===== src/rtl/wp_pkg.sv =====
package wp_pkg;
  localparam logic [1:0] TGT_SR  = 2'd0;
  localparam logic [1:0] TGT_CCR = 2'd1;
  localparam logic [1:0] TGT_ARR = 2'd2;

  localparam logic [7:0] SR_CMD_CLR  = 8'h00;
  localparam logic [7:0] SR_CMD_WEL  = 8'h02;
  localparam logic [7:0] SR_CMD_BOTH = 8'h06;
endpackage


===== src/rtl/wp_protect.sv =====
module wp_protect #(
  parameter int AW     = 11,
  parameter int PAGE_W = 6
) (
  input  logic [AW-1:0] addr_i,
  input  logic [2:0]    bp_i,
  output logic          prot_o
);
  logic [AW-1:0] low_hi;

  // first 1, 2, 4 or 8 pages
  assign low_hi = addr_i >> (PAGE_W + int'(bp_i[1:0]));

  always_comb begin
    unique case (bp_i)
      3'b000:  prot_o = 1'b0;
      3'b001:  prot_o = &addr_i[AW-1:AW-2];
      3'b010:  prot_o = addr_i[AW-1];
      3'b011:  prot_o = 1'b1;
      default: prot_o = (low_hi == '0);
    endcase
  end
endmodule


===== src/rtl/wp_latches.sv =====
module wp_latches
  import wp_pkg::*;
(
  input  logic       clk_i,
  input  logic       rst_ni,
  input  logic       sr_wr_i,
  input  logic [7:0] sr_val_i,
  input  logic       ccr_commit_i,
  input  logic       ccr_done_i,
  output logic       wel_o,
  output logic       rwel_o,
  output logic       rtcf_o
);
  always_ff @(posedge clk_i or negedge rst_ni) begin
    if (!rst_ni) begin
      wel_o  <= 1'b0;
      rwel_o <= 1'b0;
      rtcf_o <= 1'b1;
    end else begin
      if (sr_wr_i) begin
        unique case (sr_val_i)
          SR_CMD_CLR: begin
            wel_o  <= 1'b0;
            rwel_o <= 1'b0;
          end
          SR_CMD_WEL:  wel_o <= 1'b1;
          SR_CMD_BOTH: if (wel_o) rwel_o <= 1'b1;
          default: ;
        endcase
      end
      if (ccr_done_i)   rwel_o <= 1'b0;
      if (ccr_commit_i) rtcf_o <= 1'b0;
    end
  end

  p_rwel_implies_wel_r3: assert property (@(posedge clk_i) disable iff (!rst_ni)
    rwel_o |-> wel_o);

  p_rtcf_never_sets_r8: assert property (@(posedge clk_i) disable iff (!rst_ni)
    !$rose(rtcf_o));
endmodule


===== src/rtl/wp_nv_timer.sv =====
module wp_nv_timer #(
  parameter int BUSY_CYC = 1000000
) (
  input  logic clk_i,
  input  logic rst_ni,
  input  logic start_i,
  input  logic ccr_i,
  output logic busy_o,
  output logic nv_start_o,
  output logic ccr_done_o
);
  localparam int CW = $clog2(BUSY_CYC + 1);

  logic [CW-1:0] cnt_q;
  logic          kind_ccr_q;

  always_ff @(posedge clk_i or negedge rst_ni) begin
    if (!rst_ni) begin
      busy_o     <= 1'b0;
      cnt_q      <= '0;
      kind_ccr_q <= 1'b0;
      nv_start_o <= 1'b0;
    end else begin
      nv_start_o <= start_i && !busy_o;
      if (start_i && !busy_o) begin
        busy_o     <= 1'b1;
        cnt_q      <= CW'(BUSY_CYC - 1);
        kind_ccr_q <= ccr_i;
      end else if (busy_o) begin
        if (cnt_q == '0) busy_o <= 1'b0;
        else             cnt_q  <= cnt_q - 1'b1;
      end
    end
  end

  assign ccr_done_o = busy_o && (cnt_q == '0) && kind_ccr_q;

  p_start_sets_busy_r6: assert property (@(posedge clk_i) disable iff (!rst_ni)
    start_i |=> busy_o);

  p_no_start_busy_r11: assert property (@(posedge clk_i) disable iff (!rst_ni)
    busy_o |-> !start_i);
endmodule


===== src/rtl/wr_protect_ctrl.sv =====
module wr_protect_ctrl
  import wp_pkg::*;
#(
  parameter int AW       = 11,
  parameter int PAGE_W   = 6,
  parameter int BUSY_CYC = 1000000
) (
  input  logic          clk_i,
  input  logic          rst_ni,
  input  logic          start_i,
  input  logic          stop_i,
  input  logic          abort_i,
  input  logic          byte_vld_i,
  input  logic [1:0]    tgt_i,
  input  logic [AW-1:0] addr_i,
  input  logic [7:0]    byte_i,
  input  logic [2:0]    bp_i,
  output logic          ack_o,
  output logic [7:0]    status_o,
  output logic          busy_o,
  output logic          nv_start_o
);
  logic       prot, wel, rwel, rtcf, accept;
  logic       pend_sr_q, pend_nv_q, pend_ccr_q;
  logic [7:0] pend_val_q;
  logic       commit_sr, commit_nv, ccr_done;

  wp_protect #(.AW(AW), .PAGE_W(PAGE_W)) i_protect (
    .addr_i (addr_i),
    .bp_i   (bp_i),
    .prot_o (prot)
  );

  always_comb begin
    unique case (tgt_i)
      TGT_SR:  accept = !busy_o;
      TGT_CCR: accept = !busy_o && wel && rwel;
      TGT_ARR: accept = !busy_o && wel && !prot;
      default: accept = 1'b0;
    endcase
  end

  assign ack_o = byte_vld_i && accept;

  // writes stay pending until a clean stop
  always_ff @(posedge clk_i or negedge rst_ni) begin
    if (!rst_ni) begin
      pend_sr_q  <= 1'b0;
      pend_nv_q  <= 1'b0;
      pend_ccr_q <= 1'b0;
      pend_val_q <= '0;
    end else if (start_i || abort_i || stop_i) begin
      pend_sr_q  <= 1'b0;
      pend_nv_q  <= 1'b0;
      pend_ccr_q <= 1'b0;
    end else if (ack_o) begin
      if (tgt_i == TGT_SR) begin
        pend_sr_q  <= 1'b1;
        pend_val_q <= byte_i;
      end else begin
        pend_nv_q  <= 1'b1;
        pend_ccr_q <= pend_ccr_q | (tgt_i == TGT_CCR);
      end
    end
  end

  assign commit_sr = stop_i && pend_sr_q;
  assign commit_nv = stop_i && pend_nv_q;

  wp_latches i_latches (
    .clk_i        (clk_i),
    .rst_ni       (rst_ni),
    .sr_wr_i      (commit_sr),
    .sr_val_i     (pend_val_q),
    .ccr_commit_i (commit_nv && pend_ccr_q),
    .ccr_done_i   (ccr_done),
    .wel_o        (wel),
    .rwel_o       (rwel),
    .rtcf_o       (rtcf)
  );

  wp_nv_timer #(.BUSY_CYC(BUSY_CYC)) i_timer (
    .clk_i      (clk_i),
    .rst_ni     (rst_ni),
    .start_i    (commit_nv),
    .ccr_i      (pend_ccr_q),
    .busy_o     (busy_o),
    .nv_start_o (nv_start_o),
    .ccr_done_o (ccr_done)
  );

  assign status_o = {5'b0, rwel, wel, rtcf};

  p_nack_wel_low_r5: assert property (@(posedge clk_i) disable iff (!rst_ni)
    (byte_vld_i && tgt_i != TGT_SR && !status_o[1]) |-> !ack_o);

  p_nack_busy_r11: assert property (@(posedge clk_i) disable iff (!rst_ni)
    busy_o |-> !ack_o);

  p_full_lock_r10: assert property (@(posedge clk_i) disable iff (!rst_ni)
    (byte_vld_i && tgt_i == TGT_ARR && bp_i == 3'b011) |-> !ack_o);
endmodule


===== config.mk =====
export PLATFORM = sky130hd
export DESIGN_NAME = wr_protect_ctrl
export DESIGN_NICKNAME = d
export VERILOG_FILES = /design/src/rtl/wp_pkg.sv /design/src/rtl/wp_protect.sv /design/src/rtl/wp_latches.sv /design/src/rtl/wp_nv_timer.sv /design/src/rtl/wr_protect_ctrl.sv
export SDC_FILE = /design/constraint.sdc
export NUM_CORES = 1
export LEC_CHECK = 0
export BUFFER_PORTS_ARGS = -buffer_cell sky130_fd_sc_hd__buf_2
export CAP_MARGIN = 20
export CORE_MARGIN = 2
export CORE_UTILIZATION = 35
export DETAILED_ROUTE_END_ITERATION = 6
export GPL_TIMING_DRIVEN = 0
export SKIP_CTS_REPAIR_TIMING = 1
export SLEW_MARGIN = 20
export SYNTH_ARGS = -nofsm -noshare
export SYNTH_HDL_FRONTEND = slang
export SYNTH_HIERARCHICAL = 1
export SYNTH_SLANG_ARGS = --single-unit

===== constraint.sdc =====
create_clock -name clk_i -period 2.55 [get_ports clk_i]
set_input_delay 0.255 -clock clk_i [delete_from_list [all_inputs] [get_ports clk_i]]
set_output_delay 0.255 -clock clk_i [all_outputs]
set_load 0.05 [all_outputs]

# Word-level counts from Yosys, hierarchy flattened
# Index checks and enable logic that the tools add are counted.
# word_totals
ramBits	0
memories	0
word_cells	80
mem_bits_ro	0
register_bits	37
latchBits	0
output_inout_bits	11
inputBits	30
# classes
mux	22
bitwise_logic	2
n_div	0
eq_ne	10
n_mul	0
n_reduce_logical	32
shifts	1
addsub	2
magnitude_cmp	0
# op_table
operator	count
20-bit 2-to-1 mux	3
11-bit by 32-bit right shift with 11-bit output	1
20-bit zero test	1
20-bit by 1-bit subtractor with 20-bit output (second input constant)	1
1-bit 2-to-1 mux	15
11-bit zero test	1
1-bit logical AND	10
2-bit AND reduction	5
2-bit nonzero test	5
8-bit by 2-bit == test with 1-bit output (second input constant)	1
8-bit by 3-bit == test with 1-bit output (second input constant)	1
8-bit zero test	1
3-bit by 2-bit == test with 1-bit output (second input constant)	2
3-bit AND reduction	2
3-bit by 2-bit adder with 4-bit output (first input constant)	1
1-bit case mux with 2 select lines	2
1-bit case mux with 4 select lines	1
3-bit by 1-bit == test with 1-bit output (second input constant)	1
3-bit zero test	1
3-bit by 2-bit != test with 1-bit output (second input constant)	1
1-bit case mux with 3 select lines	1
3-bit nonzero test	1
2-bit by 1-bit == test with 1-bit output (second input constant)	1
2-bit == test (second input constant)	1
other kinds (7)	9

# Longest topological paths before layout
# Gate-level depths: netlist of run 1.
# logic_depth
word_depth	10
depth_mapped	9
depth_no_buf	9

# Modules after synthesis
# Netlist of run 1, hierarchy kept.
# modules_own_cells
module	area_each_um2	cells_each	instances	seq_area_each_um2
wp_nv_timer	1226.2	121	1	575.6
wr_protect_ctrl	646.9	54	1	275.3
wp_latches	150.1	13	1	76.3
wp_protect	50.0	8	1	0.0

# Worst setup path before layout of run 1
# Ideal clock, no wire load.
# synth_timing
kind	reg-to-output
from	register i_timer.busy_o
to	output port ack_o
required_ns	2.295
path_slack_ns	0.159
n_path_buf	0
arrival_ns	2.136
stages_incl_launch_ff	3
cell_sequence	dfrtp_1 -> nor3b_4 -> a21boi_0
# synth_via
elab_chain_cells	5
elab_cells_between_ends	6
classes_between	mux: 1; reduce/logical: 5
# synth_rtl
item	line_no	rtl
start, declared	wp_nv_timer.sv:8	output logic busy_o,
start signal, assigned	wp_nv_timer.sv:19	busy_o <= 1'b0;
start signal, assigned	wp_nv_timer.sv:26	busy_o <= 1'b1;
start signal, assigned	wp_nv_timer.sv:30	if (cnt_q == '0) busy_o <= 1'b0;
1-bit zero test (*)	wr_protect_ctrl.sv:36, wr_protect_ctrl.sv:37, wr_protect_ctrl.sv:38	
1-bit logical AND	wr_protect_ctrl.sv:37, wr_protect_ctrl.sv:38	
1-bit logical AND, on equally long branches	wr_protect_ctrl.sv:38, wr_protect_ctrl.sv:37	
1-bit case mux with 3 select lines (*)	wr_protect_ctrl.sv:35	unique case (tgt_i)
1-bit logical AND (*)	wr_protect_ctrl.sv:43	assign ack_o = byte_vld_i && accept;
end, declared	wr_protect_ctrl.sv:18	output logic ack_o,
# Mark *: on every way between the ends. The rest lies on a longest branch, timed or not.

# Worst setup path in the final report of run 1
# layout_timing
from	register i_timer.busy_o
to	register i_timer.cnt_q[11]
# layout_via
elab_chain_cells	4
elab_cells_between_ends	6
classes_between	eq/ne: 1; mux: 1; reduce/logical: 4
# layout_rtl
item	line_no	rtl
1-bit zero test	wp_nv_timer.sv:25	if (start_i && !busy_o) begin
1-bit logical AND	wp_nv_timer.sv:25	
2-bit by 1-bit != test with 1-bit output (no source line) or 2-bit nonzero test (tied branches)	--	
2-bit AND reduction (no source line)	--	
end signal, assigned	wp_nv_timer.sv:27	cnt_q <= CW'(BUSY_CYC - 1);
end signal, assigned	wp_nv_timer.sv:31	else cnt_q <= cnt_q - 1'b1;
end, declared	wp_nv_timer.sv:14	logic [CW-1:0] cnt_q;
# Parallel ways exist; a longest one is shown, timed or not.
# A chain may end at the register's enable or synchronous reset.

==> results of run 1 <==
worst max-delay path, stage by stage, from the launching register on:
cell and delay, ns:
dfrtp_1 0.55, or3b_1 0.48, nor4_2 0.43, nand2_1 0.19
o311ai_0 0.32, o41ai_1 0.12
power by group through the flow:
stage | clock network (W) | registers [W] | logic, W
4_1_cts | 0.000551 | 0.000587 | 0.0000739
3_3_place_gp | 0 | 0.000599 | 0.0000731
5_1_grt | 0.000581 | 0.000587 | 0.0000814
3_5_place_dp | 0 | 0.000599 | 0.0000738
6_report | 0.000531 | 0.000587 | 0.0000725
2_1_floorplan | 0 | 0.000599 | 0.0000373
cells in the final DEF, fill, tap and decap left out, drive strengths merged, types with 2 or more instances in the layout:
cell type  instances
conb               5
nor4               6
xor2               4
nand4              4
a31oi              2
and2               3
mux2              10
xnor2              3
o21bai             2
mux2i              4
inv                8
nor2b              4
nor2              13
nand2             19
or3                5
nand3              6
dfrtp             36
clkbuf             8
a211oi             3
nor3b              2
ha                 6
a21oi              4
or4                4
o311ai             2
nor3               7
buf               39
and3               3
nor4b              2
o21ai              6
metrics by stage:
stage	area [um^2]	total power (W)	cells
2_1_floorplan	2088	0.0006362	200
3_3_place_gp	2327	0.0006719	304
3_5_place_dp	2327	0.0006727	304
4_1_cts	2447	0.001212	312
5_1_grt	2447	0.001249	312
6_report	2447	0.001191	312
sequential cells by signal, summed over array words and instances, names as in the netlist:
signal / cells
i_latches/wel_o: 1
i_timer/cnt_q: 20
pend_sr_q: 1
i_latches/rtcf_o: 1
pend_val_q: 8
pend_ccr_q: 1
i_timer/busy_o: 1
i_timer/nv_start_o: 1
i_latches/rwel_o: 1
pend_nv_q: 1
i_timer/kind_ccr_q: 1
worst max-delay path by stage:
| stage | start | to | slack [ns] |
|---|---|---|---|
| 5_1_grt | i_timer/busy_o | i_timer/cnt_q[11] | 0.10 |
| 6_report | i_timer/busy_o | i_timer/cnt_q[11] | 0.34 |
| 3_5_place_dp | i_timer/busy_o | i_timer/cnt_q[11] | 0.37 |
| 4_1_cts | i_timer/busy_o | i_timer/cnt_q[11] | 0.32 |
| 2_1_floorplan | i_timer/busy_o | ack_o | 0.16 |
| 3_3_place_gp | i_timer/busy_o | i_timer/cnt_q[11] | 0.37 |
synthesized netlist by cell type (4+ instances only):
library cell,n
a21oi_1,4
buf_4,8
dfrtp_1,36
ha_1,6
inv_1,7
mux2_2,8
mux2i_1,4
nand2_1,19
nand3_1,5
nand4_1,4
nor2_1,13
nor2b_1,4
nor3_1,5
o21ai_0,4
or4_1,4
xor2_1,4
cells by family (layout without fill, tap and decap cells):
group	after synthesis	count (layout)	synth area share
simple gates	84	84	0.2613
flops	37	37	0.4472
compound gates	27	27	0.09113
buf+inv	20	57	0.05552
mux	14	14	0.07725
xor+xnor	7	7	0.02957
fa+ha+maj	6	6	0.03621
other cells	1	5	0.001809
final cells by class:
cell class | instances | share of cell area
repair buffers | 29 | 0.05930
plain buffers | 12 | 0.03476
inverters | 8 | 0.01227
clock buffers | 6 | 0.03374
multi-input cells | 143 | 0.4274
well taps | 75 | 0.03834
clock inverters | 2 | 0.01534
flip-flops and latches | 37 | 0.3788
per-layer routing:
layer / track usage / wire length, um
met5: 0 / 0
met4: 0.04576 / 41
met3: 0.03222 / 119
met2: 0.2000 / 1762
met1: 0.1753 / 1885
==> out/metrics.cfg, run 1 <==
[setup_path]
worst-r2r-cell-count=5
critPathRequiredTime_ns=2.70
reg2reg_from=i_timer/busy_o
rr_endpoint=i_timer/cnt_q[11]
crit_type=reg2reg
arrival_ns=2.37
rrSetupSlack_ns=0.34
start_kind=flop
crit_fanout=10
critPathCaptureType=flop

[floorplanning]
pin_count=41
core_area_um2=5816
rows=28
die_y_um=80.97
design.die.area_um2=6555
die_w_um=80.97
start_util=0.3565

[run]
max-cap-violations=0

[global_routing]
grt_usage=0.1291
grt_pass1_wl_um=6513
grt_max_degree=38
overflow=0
antenna_found_initial=0
first_global_vias=1447

[yosys]
netlist_instances=196
ys_top_cells_by_area=dfrtp_1 43%, mux2_2 4.3%, ha_1 3.6%, nand2_1 3.4%, buf_4 2.9%
synth_flop_cell=dfrtp_1
syn_area_um2=2073
avgSynthCellArea_um2=10.58
synth.largest_area_cell=dfrtp_1
synth_seq_area_share=0.4472
synth_top_area_frac=0.4345
ys_ff_latch=37
synth-async-reset-ratio=1.000
synth_edf_count=0
yosysWarnings=6
ys_types=58

[timing]
rsz0062_at_grt=false
worstMarginPinSlew_ns=0.8398
setup_viol=0
hold_violations=0
tns_ns=0
skew_ns=0.004417
hold_ws_ns=0.07196
clock.fmax_ghz=0.4525
slew_headroom=0.4401
fin_crit_sh=0.8667
finalMaxSlewViolations=0
setup_ws_ns=0.3398
finalCriticalPeriod_ns=2.210

[routing]
totalWireLength_um=3809
drtIter0Drc=51
firstDrtPassIters=4
remaining_drc_errors=0
detail_route.vias_per_cell=4.981
vias=1554
post_drt_wl_per_cell_um=12.21
postRouteAntennaNets=0

[cts]
h-tree-depth=2
cts_num_sinks=37
cts_tree=yes
cts_buffer_depth=2
cts-root-buf=clkbuf_8
cts_made_buffers=5
clk_pin_slew_ns=0.08
clk-insertion-delay-late_ns=0.28

[layout]
seq_area_um2=927.1
finish.utilization=0.4208
nFillCells=600
fin_nets=272
area_growth_pct=18.04
antenna_cells=0
multi_input_area_um2=1046
final_layout_size_suffix_gt1_frac=0.3080

[power_and_ir_drop]
comb_power_share=0.061
p_sw_frac=0.2176
pwr_density_cell_nw_per_um2=486.6
power_frac_clock=0.446
intPower_w=0.0009317
irDropWorstVdd_uv=247.7
netSwitchingPower_w=0.0002592
p_leak_nw=1.054
power.share.sequential=0.493

[run_status]
status=complete, no violations

[placement]
io_buffers=29
dp_slack_ns=0.3693
routabilityCongestion=0.7266
dp_hpwl_um=2866

[hold_path]
hold_class=in2async

Power figures use the tool's default switching activity.
==> inputs of run 2 (changes only) <==
--- a/config.mk
+++ b/config.mk
@@ -8,5 +8,5 @@
 export BUFFER_PORTS_ARGS = -buffer_cell sky130_fd_sc_hd__buf_2
 export CAP_MARGIN = 20
-export CORE_MARGIN = 2
+export CORE_MARGIN = 4
 export CORE_UTILIZATION = 35
 export DETAILED_ROUTE_END_ITERATION = 6
==> constraint.sdc (replaced) <==
create_clock -name clk_i -period 2.55 [get_ports clk_i]
set_input_delay 0.1275 -clock clk_i [delete_from_list [all_inputs] [get_ports clk_i]]
set_output_delay 0.1275 -clock clk_i [all_outputs]
set_load 0.05 [all_outputs]
==> run 2 against run 1 <==
Compared with the run above:
- the run now ends with negative hold slack left
- via count decreased by 2.3%
- global-route usage decreased by 1.5 points
- critical path depth unchanged
- count of clock-buffer cells in the layout decreased by 1
- sequential cell count unchanged
- setup slack improved by 0.027 ns
- register-to-register slack improved by 0.03 ns
- largest cell class unchanged
==> out/metrics.cfg, run 2 (synthesis gave the netlist of run 1 again) <==
[run_status]
status=complete, but fails checks
violations=negative hold slack

[timing]
skew_ns=0.005837  ; +0.001421 ns
rsz0062_at_grt=false
fin_crit_sh=0.8559  ; -0.01078
clock.fmax_ghz=0.4582  ; +1.3%
hold_violations=36  ; +36
worstMarginPinSlew_ns=0.7977  ; -0.04208 ns
setup_viol=0  ; unchanged
slew_headroom=0.4682  ; +0.02805
setup_ws_ns=0.3673  ; +0.02750 ns
tns_ns=0  ; unchanged
hold_ws_ns=-0.08140  ; -0.1534 ns
finalMaxSlewViolations=0  ; unchanged
finalCriticalPeriod_ns=2.183  ; -0.02750 ns

[global_routing]
grt_max_degree=38  ; unchanged
antenna_found_initial=0  ; unchanged
first_global_vias=1470  ; +1.6%
grt_usage=0.1141  ; -0.01501
grt_pass1_wl_um=6713  ; +3.1%
overflow=0  ; unchanged

[layout]
regMostFlops=i_timer/cnt_q
antenna_cells=0  ; unchanged
largest_register_ffs=20  ; unchanged
final_layout_size_suffix_gt1_frac=0.3080  ; unchanged
area_growth_pct=17.62
layout.cells.non_filler=309  ; -0.96%
final_cell_mix=36 x dfrtp_1, 30 x buf_2, 19 x nand2_1
final_common_cell=dfrtp_1
fin_nets=272  ; unchanged
seq_area_um2=927.1  ; unchanged
largest_registers=i_timer/cnt_q (20), pend_val_q (8)
nFillCells=542  ; -9.7%
fin_area_um2=2439  ; -0.36%
multi_input_area_um2=1046  ; unchanged

[routing]
post_drt_wl_per_cell_um=12.55  ; +2.8%
remaining_drc_errors=0  ; unchanged
drtIter0Drc=76  ; +49%
vias=1519  ; -2.3%
firstDrtPassIters=4  ; unchanged
postRouteAntennaNets=0  ; unchanged
detail_route.vias_per_cell=4.916  ; -1.3%
totalWireLength_um=3878  ; +1.8%

[cts]
clk-insertion-delay-late_ns=0.29  ; about the same
cts_tree=yes
cts_num_sinks=37  ; unchanged
h-tree-depth=2  ; unchanged
clk_pin_slew_ns=0.08  ; about the same
cts_buffer_depth=2  ; unchanged
cts-root-buf=clkbuf_8
cts_made_buffers=5  ; unchanged

[placement]
routabilityCongestion=0.6951  ; -4.3%
dp_hpwl_um=2927  ; +2.1%
postPlaceCellArea_um2=2323  ; -0.16%
io_buffers=29  ; unchanged
dp_slack_ns=0.3757  ; +0.006404 ns
dp_cells=301  ; -0.99%

[run]
max-cap-violations=0  ; unchanged

[setup_path]
crit_type=reg2reg
crit_cells=5  ; unchanged
slowest_stage=dfrtp_1
critPathBufInv=0  ; unchanged
worst-r2r-cell-count=5  ; unchanged
critPathCaptureType=flop
worstSetupStartpoint=i_timer/busy_o
worstSetupEndpoint=i_timer/cnt_q[11]
slowest_delay_ns=0.55  ; about the same
rrSetupSlack_ns=0.37  ; +0.03 ns
rr_endpoint=i_timer/cnt_q[11]
reg2reg_from=i_timer/busy_o
crit_fanout=10  ; unchanged
start_kind=flop
cp_top_family=simple AND/OR/NAND/NOR gates
critPathRequiredTime_ns=2.71  ; about the same
arrival_ns=2.35  ; -0.02 ns
path_cells=or3b_1 > nor4_2 > nand2_1 > o311ai_0 > o41ai_1

[power_and_ir_drop]
power.share.sequential=0.501  ; +0.008
p_leak_nw=1.051  ; -0.29%
comb_power_share=0.061  ; about the same
power_frac_clock=0.438  ; -0.008
pwr_density_cell_nw_per_um2=480.7  ; -1.2%
p_sw_frac=0.2270  ; +0.009345
intPower_w=0.0009062  ; -2.7%
power.total_w=0.001172  ; -1.6%
netSwitchingPower_w=0.0002661  ; +2.7%
irDropWorstVdd_uv=181.5  ; -27%

[floorplanning]
start_util=0.3675  ; +0.01099
core_area_um2=5642  ; -3.0%
die_w_um=84.97  ; +4.9%
rows=27  ; -3.6%
pin_count=41  ; unchanged
design.die.area_um2=7219  ; +10%
die_y_um=84.97  ; +4.9%

[hold_path]
hold_class=in2async

[run 2: cell count changes in the layout (fill, tap and decap cells not counted), sizes merged]
cell / before / now
clkinv: 0 / 1
clkbuf: 8 / 7
[run 2: how the worst min path moves through the flow]
stage,end,slack [ns],cells past startpoint,from
5_1_grt,i_timer/cnt_q[12],0.003,1,rst_ni
4_1_cts,pend_val_q[3],-0.04,1,rst_ni
6_report,i_timer/cnt_q[12],-0.08,1,rst_ni
3_5_place_dp,i_timer/cnt_q[14],0.28,1,rst_ni
2_1_floorplan,i_latches/rwel_o,-0.17,0,rst_ni
3_3_place_gp,i_timer/cnt_q[14],0.28,1,rst_ni
[run 2: layout make-up]
type,count,share of cell area
plain buffers,12,0.03489
well taps,72,0.03694
clock buffers,5,0.02822
clock inverters,3,0.01898
inverters,8,0.01231
repair buffers,29,0.05952
multi-input cells,143,0.4289
flip-flops and latches,37,0.3802
[run 2: per-layer routing]
layer	track usage	vias up	routed length, um
met2	0.1709	25	1715
li1	-	779	-
met3	0.03010	5	155
met5	0	-	0
met1	0.1591	710	1950
met4	0.03885	0	57
[run 2: power by group through the flow]
stage / sequential [W] / clock (W) / combinational (W)
3_3_place_gp: 0.000599 / 0 / 0.0000730
2_1_floorplan: 0.000599 / 0 / 0.0000373
4_1_cts: 0.000587 / 0.000531 / 0.0000733
5_1_grt: 0.000587 / 0.000557 / 0.0000806
3_5_place_dp: 0.000599 / 0 / 0.0000730
6_report: 0.000587 / 0.000513 / 0.0000717
[run 2: worst register-to-register path: stages (launching register included)]
cell and delay, ns:
dfrtp_1 0.55, or3b_1 0.47, nor4_2 0.40, nand2_1 0.19
o311ai_0 0.32, o41ai_1 0.13
[run 2: per-stage QoR]
stage | util | hold slack [ns]
floorplan | - | -0.1681
global placement | 0.4118 | 0.2797
detailed placement | 0.4118 | 0.2766
CTS | 0.4322 | -0.04340
global route | 0.4322 | 0.003203
finish | 0.4322 | -0.08140
